$ cat src/rtl/alu8_pkg.sv
package alu8_pkg;

    typedef enum logic [2:0] {
        OP_ADD  = 3'b000,
        OP_SUB  = 3'b001,
        OP_INC  = 3'b010,
        OP_PASS = 3'b011,
        OP_AND  = 3'b100,
        OP_OR   = 3'b101,
        OP_XOR  = 3'b110,
        OP_NOTA = 3'b111
    } alu8_op_t;

    // Selector codes on {Y,Z} for the logic path when X is set
    typedef enum logic [1:0] {
        LG_AND  = 2'b00,
        LG_OR   = 2'b01,
        LG_XOR  = 2'b10,
        LG_NOTA = 2'b11
    } alu8_logic_t;

endpackage

$ cat src/rtl/alu8_ext_cell.sv
module alu8_ext_cell
    import alu8_pkg::*;
(
    input  logic     a_bit,
    input  logic     b_bit,
    input  alu8_op_t op,
    output logic     ia_bit,
    output logic     ib_bit
);

    logic        b_sel;
    logic        logic_bit;
    alu8_logic_t lsel;

    always_comb begin
        lsel = alu8_logic_t'(op[1:0]);
        // first selector: true or inverted B, chosen by Z
        b_sel = op[0] ? ~b_bit : b_bit;

        unique case (lsel)
            LG_AND:  logic_bit = a_bit & b_bit;
            LG_OR:   logic_bit = a_bit | b_bit;
            LG_XOR:  logic_bit = a_bit ^ b_bit;
            LG_NOTA: logic_bit = ~a_bit;
        endcase

        // X clear: A goes straight through; X set: logic result
        ia_bit = op[2] ? logic_bit : a_bit;
        // B reaches the adder only when both X and Y are clear
        ib_bit = (!op[2] && !op[1]) ? b_sel : 1'b0;
    end

endmodule

$ cat src/rtl/alu8_cin_gen.sv
module alu8_cin_gen
    import alu8_pkg::*;
(
    input  alu8_op_t op,
    output logic     cin
);

    always_comb begin
        unique case (op)
            OP_SUB, OP_INC: cin = 1'b1;
            OP_ADD, OP_PASS, OP_AND, OP_OR, OP_XOR, OP_NOTA: cin = 1'b0;
        endcase
    end

endmodule

$ cat src/rtl/alu8_full_add.sv
module alu8_full_add (
    input  logic x,
    input  logic y,
    input  logic ci,
    output logic s,
    output logic co
);

    logic p;

    always_comb begin
        p  = x ^ y;
        s  = p ^ ci;
        co = (x & y) | (p & ci);
    end

endmodule

$ cat src/rtl/alu8_ripple_adder.sv
module alu8_ripple_adder #(
    parameter int WIDTH = 4
) (
    input  logic [WIDTH-1:0] x_vec,
    input  logic [WIDTH-1:0] y_vec,
    input  logic             ci,
    output logic [WIDTH-1:0] sum,
    output logic             co
);

    logic [WIDTH:0] chain;

    assign chain[0] = ci;

    for (genvar i = 0; i < WIDTH; i++) begin : g_stage
        alu8_full_add u_fa (
            .x  (x_vec[i]),
            .y  (y_vec[i]),
            .ci (chain[i]),
            .s  (sum[i]),
            .co (chain[i+1])
        );
    end

    assign co = chain[WIDTH];

endmodule

$ cat src/rtl/alu8_top.sv
module alu8_top
    import alu8_pkg::*;
#(
    parameter int WIDTH = 4
) (
    input  logic [2:0]       op_sel,
    input  logic [WIDTH-1:0] a_in,
    input  logic [WIDTH-1:0] b_in,
    output logic [WIDTH-1:0] result_o,
    output logic             carry_o
);

    alu8_op_t         op;
    logic [WIDTH-1:0] ia_vec;
    logic [WIDTH-1:0] ib_vec;
    logic             adder_cin;

    assign op = alu8_op_t'(op_sel);

    for (genvar i = 0; i < WIDTH; i++) begin : g_cell
        alu8_ext_cell u_cell (
            .a_bit  (a_in[i]),
            .b_bit  (b_in[i]),
            .op     (op),
            .ia_bit (ia_vec[i]),
            .ib_bit (ib_vec[i])
        );
    end

    alu8_cin_gen u_cin (
        .op  (op),
        .cin (adder_cin)
    );

    alu8_ripple_adder #(.WIDTH(WIDTH)) u_add (
        .x_vec (ia_vec),
        .y_vec (ib_vec),
        .ci    (adder_cin),
        .sum   (result_o),
        .co    (carry_o)
    );

endmodule

$ cat config.mk
export PLATFORM = sky130hd
export DESIGN_NAME = alu8_top
export DESIGN_NICKNAME = d
export VERILOG_FILES = /design/src/rtl/alu8_pkg.sv /design/src/rtl/alu8_ext_cell.sv /design/src/rtl/alu8_cin_gen.sv /design/src/rtl/alu8_full_add.sv /design/src/rtl/alu8_ripple_adder.sv /design/src/rtl/alu8_top.sv
export SDC_FILE = /design/constraint.sdc
export NUM_CORES = 1
export LEC_CHECK = 0
export BUFFER_PORTS_ARGS = -buffer_cell sky130_fd_sc_hd__buf_2
export CORE_AREA = 2 2 39 41
export DETAILED_ROUTE_END_ITERATION = 8
export DIE_AREA = 0 0 41 43
export GPL_ROUTABILITY_DRIVEN = 0
export PLACE_DENSITY = 0.62
export SYNTH_ARGS = -nofsm -noshare
export SYNTH_HDL_FRONTEND = slang
export SYNTH_HIERARCHICAL = 1
export SYNTH_SLANG_ARGS = --single-unit
$ cat constraint.sdc
create_clock -name vclk -period 6.3
set_input_delay 0.945 -clock vclk [all_inputs]
set_output_delay 0.945 -clock vclk [all_outputs]
set_load 0.01 [all_outputs]
==> results of run 1 <==
==> logic make-up (layout without fill, tap and decap cells) <==
kind of cell	after synthesis	in the layout
compound gates	12	12
buf+inv	8	24
xor+xnor	5	5
fa+ha+maj	12	12
simple gates	25	25
==> layout make-up <==
cell class / instances / area, sq um
Timing Repair Buffer: 16 / 80.1
Multi-Input combinational cell: 54 / 468
Tap cell: 16 / 20.0
Fill cell: 151 / 786
Inverter: 8 / 30.0
==> layer usage <==
layer  part of all wire  wire length [um]
met1               0.46               430
met2               0.49               459
met3              0.040                37
met4                  0                 0
met5                  0                 0
==> stage by stage <==
stage	setup slack [ns]	power, mW	hold WS, ns	util
after floorplan	1.79	0.0303	2.24	-
after global placement	1.54	0.0455	2.47	0.432
after detailed placement	1.48	0.0471	2.48	0.432
after CTS	1.47	0.0472	2.48	0.432
after global routing	1.36	0.0537	2.53	0.432
final	1.50	0.0463	2.48	0.432
==> final timing paths <==
path	end	cells after the start	slack (ns)	from
setup / recovery	result_o[3]	11	1.50	a_in[0]
hold / removal	carry_o	5	2.48	a_in[3]
==> Yosys cell counts (all sizes together) <==
cell / number
nor3: 4
fa: 4
nor2: 1
or3b: 4
xnor2: 5
a21oi: 8
inv: 8
nand2: 4
ha: 8
and2b: 12
o32ai: 4
==> report_power, final <==
group / leakage, nW / internal, mW / switching, mW
clock network: 0 / 0 / 0
logic: 0.317 / 0.0219 / 0.0244
registers: 0 / 0 / 0
==> critical path, cell delays in order <==
cell and delay, ns:
buf_2 0.11, inv_1 0.05, ha_1 0.29, or3b_1 0.35, a21oi_1 0.15, a21oi_1 0.07
fa_1 0.41, fa_1 0.42, fa_1 0.43, fa_1 0.51, buf_2 0.13
==> results by group, run 1 <==
Yosys
  • Compound-Gate Fraction of Synth Area: 0.151
  • Post-synthesis cell count: 62
  • Top post-synthesis cells by area: ha_1 (20%), fa_1 (16%), and2b_1 (12%), xnor2_1 (8.8%), a21oi_1 (8.0%)
  • Adder-Cell Fraction of Synth Area: 0.362
  • Synth warn: 6
  • Share of the synthesized area in the top cell type: 0.201
  • Largest family of logic cells by synthesized area: adder cells
  • Mapped cell area: 498 sq um
  • Distinct cells, synth: 12
  • Mux share of post-synthesis cell area: 0
  • Seq/Total Area, Yosys: 0
  • Post-synth top area cell: ha_1
  • XOR/XNOR share of the synthesized area: 0.0879
  • Syn_area_per_cell: roughly 8 sq um
  • Syn Nets: 85
  • Simple-gate area share of the yosys netlist: 0.339

Place
  • Placed insts: 94
  • Dpl cell area: roughly 600 sq um
  • Hpwl dp: approximately 750 um
  • PortBufs: 16

Final layout
  • Register area: 0 sq um
  • Layout cells sized above 1: 0.256
  • Ant. Diodes: 0
  • Final nets: ~100
  • Final instance area: ~600 sq um
  • Seq_cells: 0
  • Most common cell after layout, fill and taps aside: buf_2
  • Fin cells: between 90 and 100
  • Clkbuf count: 0
  • Most frequent cells in the layout: buf_2 (16), inv_1 (8), and2b_1 (8), a21oi_1 (8), ha_1 (8)
  • Area growth, synth to finish: 20.1%

STA
  • Fmax: 0.208 GHz
  • Slew headroom: 0.773
  • Final setup TNS: 0 ns
  • Worst-Margin Slew: approximately 0.34 ns
  • Min Tclk post-route: around 4.8 ns
  • Unrepaired setup endpoints after global routing: no
  • Final max-slew violation count: 0
  • Tcrit/Tclk final: 0.762
  • Final hold violations: 0
  • Setup violation total in the final timing report: 0

Drt
  • Via Count: between 400 and 500
  • First-pass DRT Iterations: 4
  • Post-DRT Antenna Nets: 0
  • Total Wirelength: a little over 900 um
  • Iter 0 DRT Violations: 5
  • Vias/cell: between 4 and 5
  • Avg WL per Cell: roughly 9.9 um
  • DRC: 0

Status
  • Status: complete, no violations

Global route
  • First-pass GRT wire length: approximately 1500 um
  • GRT overflow: 0
  • GRT Util Overall: 0.111
  • Largest net degree at the start of global routing: 22
  • Gr busiest metal: met2
  • Met2 usage: 0.203
  • Vias in the first global route: approximately 380
  • Initial antenna violation count: 0
  • Met3 Resource Use GR: 0
  • GR Util met1: 0.146

Floorplanning
  • Die Area: around 1800 sq um
  • Core area: 1380 sq um
  • I/O pin count: 16
  • Die H: about 43 um
  • Initial Utilization: 0.360
  • Placement Rows: 14
  • DIE WIDTH: 41 um

Flow run
  • Total of max-cap violations: 0

Setup path
  • Critical Path Sink Type: output port
  • Worst Path Required: approximately 5.4 ns
  • CP Launch Type: input port
  • Critical Path AT: between 3 and 4 ns
  • Critical setup path kind: input port to output port
  • Crit-path max FO: 4

Power and ir drop
  • PwrDens: roughly 77 nW/um^2
  • P_leak: about 0.32 nW
  • Maximum VDD drop: 0.0000284 V

Clock tree
  • Cts repair resizes: 0
  • Post-CTS Hold Buffers: 0
  • Postcts setup bufs: 0

Hold path
  • Min-delay worst type: input port to output port
No activity file was read; power rests on OpenSTA's default activity.
==> run 2, diff against run 1 <==
==> constraint.sdc (replaced) <==
create_clock -name vclk -period 4.76
set_input_delay 0.714 -clock vclk [all_inputs]
set_output_delay 0.714 -clock vclk [all_outputs]
set_load 0.01 [all_outputs]
==> results by group, run 2 (same netlist as run 1, synthesis figures left out) <==
Status
  • Status: complete, no violations (unchanged)

Global route
  • Initial antenna violation count: 0 (unchanged)
  • First-pass GRT wire length: 1670 um (was 1460 um)
  • Largest net degree at the start of global routing: 22 (unchanged)
  • GRT overflow: 0 (unchanged)
  • GRT Util Overall: 0.125 (was 0.111)
  • Vias in the first global route: 414 (was 377)

Final layout
  • Ant. Diodes: 0 (unchanged)
  • Seq_cells: 0 (unchanged)
  • Final core occ: 0.432 (unchanged)
  • Clkbuf count: 0 (unchanged)
  • Register area: 0 sq um (unchanged)
  • Layout cells sized above 1: 0.256 (unchanged)
  • Final nets: 103 (unchanged)
  • Final instance area: 598 sq um (unchanged)
  • Footprint of the multi-input gates: 468 sq um (unchanged)
  • Most common cell after layout, fill and taps aside: buf_2 (unchanged)
  • Area growth, synth to finish: 20.1% (unchanged)
  • Most frequent cells in the layout: buf_2 (16), inv_1 (8), and2b_1 (8), a21oi_1 (8), ha_1 (8) (unchanged)
  • FILL cells: 163 (was 151)

Setup path
  • Buf+Inv Stages, Crit Path: 3 (unchanged)
  • Critical Path AT: 3.62 ns (was 3.85 ns)
  • CP delay by family, top: adder cells (unchanged)
  • CP most frequent cell: fa_1 (unchanged)
  • CP max-delay cell: fa_1 (unchanged)
  • CP Cell Sequence: buf_2 > inv_1 > ha_1 > or3b_1 > a21oi_1 > a21oi_1 > fa_1 > fa_1 > fa_1 > fa_1 > buf_2 (unchanged)
  • Worst Path Required: 4.05 ns (was 5.35 ns)
  • CP Launch Type: input port (unchanged)
  • Critical Path Max Stage Delay: 0.51 ns (about the same)
  • Critical Path Sink Type: output port (unchanged)
  • Crit-path max FO: 4 (unchanged)
  • Critical setup path kind: input port to output port (unchanged)

Power and ir drop
  • Clock power share: 0 (about the same)
  • Comb pwr share: 1.000 (about the same)
  • Sw Share: 0.525 (was 0.527)
  • Psw: 0.0318 mW (was 0.0244 mW)
  • Maximum VDD drop: 0.0000332 V (was 0.0000284 V)
  • P_int: 0.0287 mW (was 0.0219 mW)
  • Sequential Power Share: 0 (about the same)
  • P_leak: 0.317 nW (unchanged)
  • PwrDens: 101 nW/um^2 (was 77.4 nW/um^2)

Floorplanning
  • Placement Rows: 14 (unchanged)
  • I/O pin count: 16 (unchanged)
  • Initial Utilization: 0.360 (unchanged)
  • Core area: 1380 sq um (unchanged)
  • Die H: 43 um (unchanged)
  • DIE WIDTH: 41 um (unchanged)
  • Die Area: 1760 sq um (unchanged)

Place
  • PortBufs: 16 (unchanged)
  • Hpwl dp: 753 um (was 745 um)
  • Dpl cell area: 598 sq um (unchanged)

STA
  • Final max-slew violation count: 0 (unchanged)
  • WHS: 2.03 ns (was 2.48 ns)
  • Final hold violations: 0 (unchanged)
  • Min Tclk post-route: approximately 4.3 ns
  • Setup violation total in the final timing report: 0 (unchanged)
  • Tcrit/Tclk final: 0.910
  • Worst-Margin Slew: 0.336 ns (was 0.340 ns)
  • Unrepaired setup endpoints after global routing: no (unchanged)
  • Final setup TNS: 0 ns (unchanged)
  • Fmax: roughly 0.23 GHz
  • Slew headroom: 0.776 (was 0.773)

Drt
  • DRC: 0 (unchanged)
  • First-pass DRT Iterations: 1 (was 4)
  • Iter 0 DRT Violations: 0 (was 5)
  • Post-DRT Antenna Nets: 0 (unchanged)
  • Via Count: 470 (was 453)
  • Avg WL per Cell: 9.88 um (was 9.87 um)
  • Total Wirelength: 929 um (was 928 um)
  • Vias/cell: 5.00 (was 4.82)

Flow run
  • Total of max-cap violations: 0 (unchanged)

Clock tree
  • Postcts setup bufs: 0 (unchanged)
  • Post-CTS Hold Buffers: 0 (unchanged)
  • Cts repair resizes: 0 (unchanged)

Hold path
  • Min-delay worst type: input port to output port (unchanged)
## run 2: per-layer routing
| layer | routed length [um] | vias up | track usage |
|---|---|---|---|
| met1 | 422 | 213 | 0.187 |
| met5 | 0 | - | 0 |
| met3 | 52 | 0 | 0.00524 |
| met4 | 0 | 0 | 0 |
| li1 | - | 246 | - |
| met2 | 455 | 11 | 0.203 |
## run 2: worst paths after layout
path	startpoint	end	slack [ns]	depth (start not counted)
min	a_in[1]	result_o[1]	2.03	5
max	a_in[0]	result_o[3]	0.43	11
## run 2: power by group through the flow
stage	Clock (mW)	Sequential, mW	Combinational [mW]
after floorplan	0	0	0.0401
after global placement	0	0	0.0607
final	0	0	0.0605
after detailed placement	0	0	0.0623
after CTS	0	0	0.0624
after global routing	0	0	0.0706
## run 2: stage by stage
stage	setup WS, ns	std cells	total power [mW]
2_1_floorplan	0.713	62	0.0401
3_3_place_gp	0.437	94	0.0607
3_5_place_dp	0.395	94	0.0623
4_1_cts	0.394	94	0.0624
5_1_grt	0.259	94	0.0706
6_report	0.430	94	0.0605
## run 2: cell type report
| class | instances | share of cell area |
|---|---|---|
| timing repair buffer | 16 | 0.134 |
| multi-input combinational | 54 | 0.782 |
| inverter | 8 | 0.0502 |
| tap | 16 | 0.0335 |
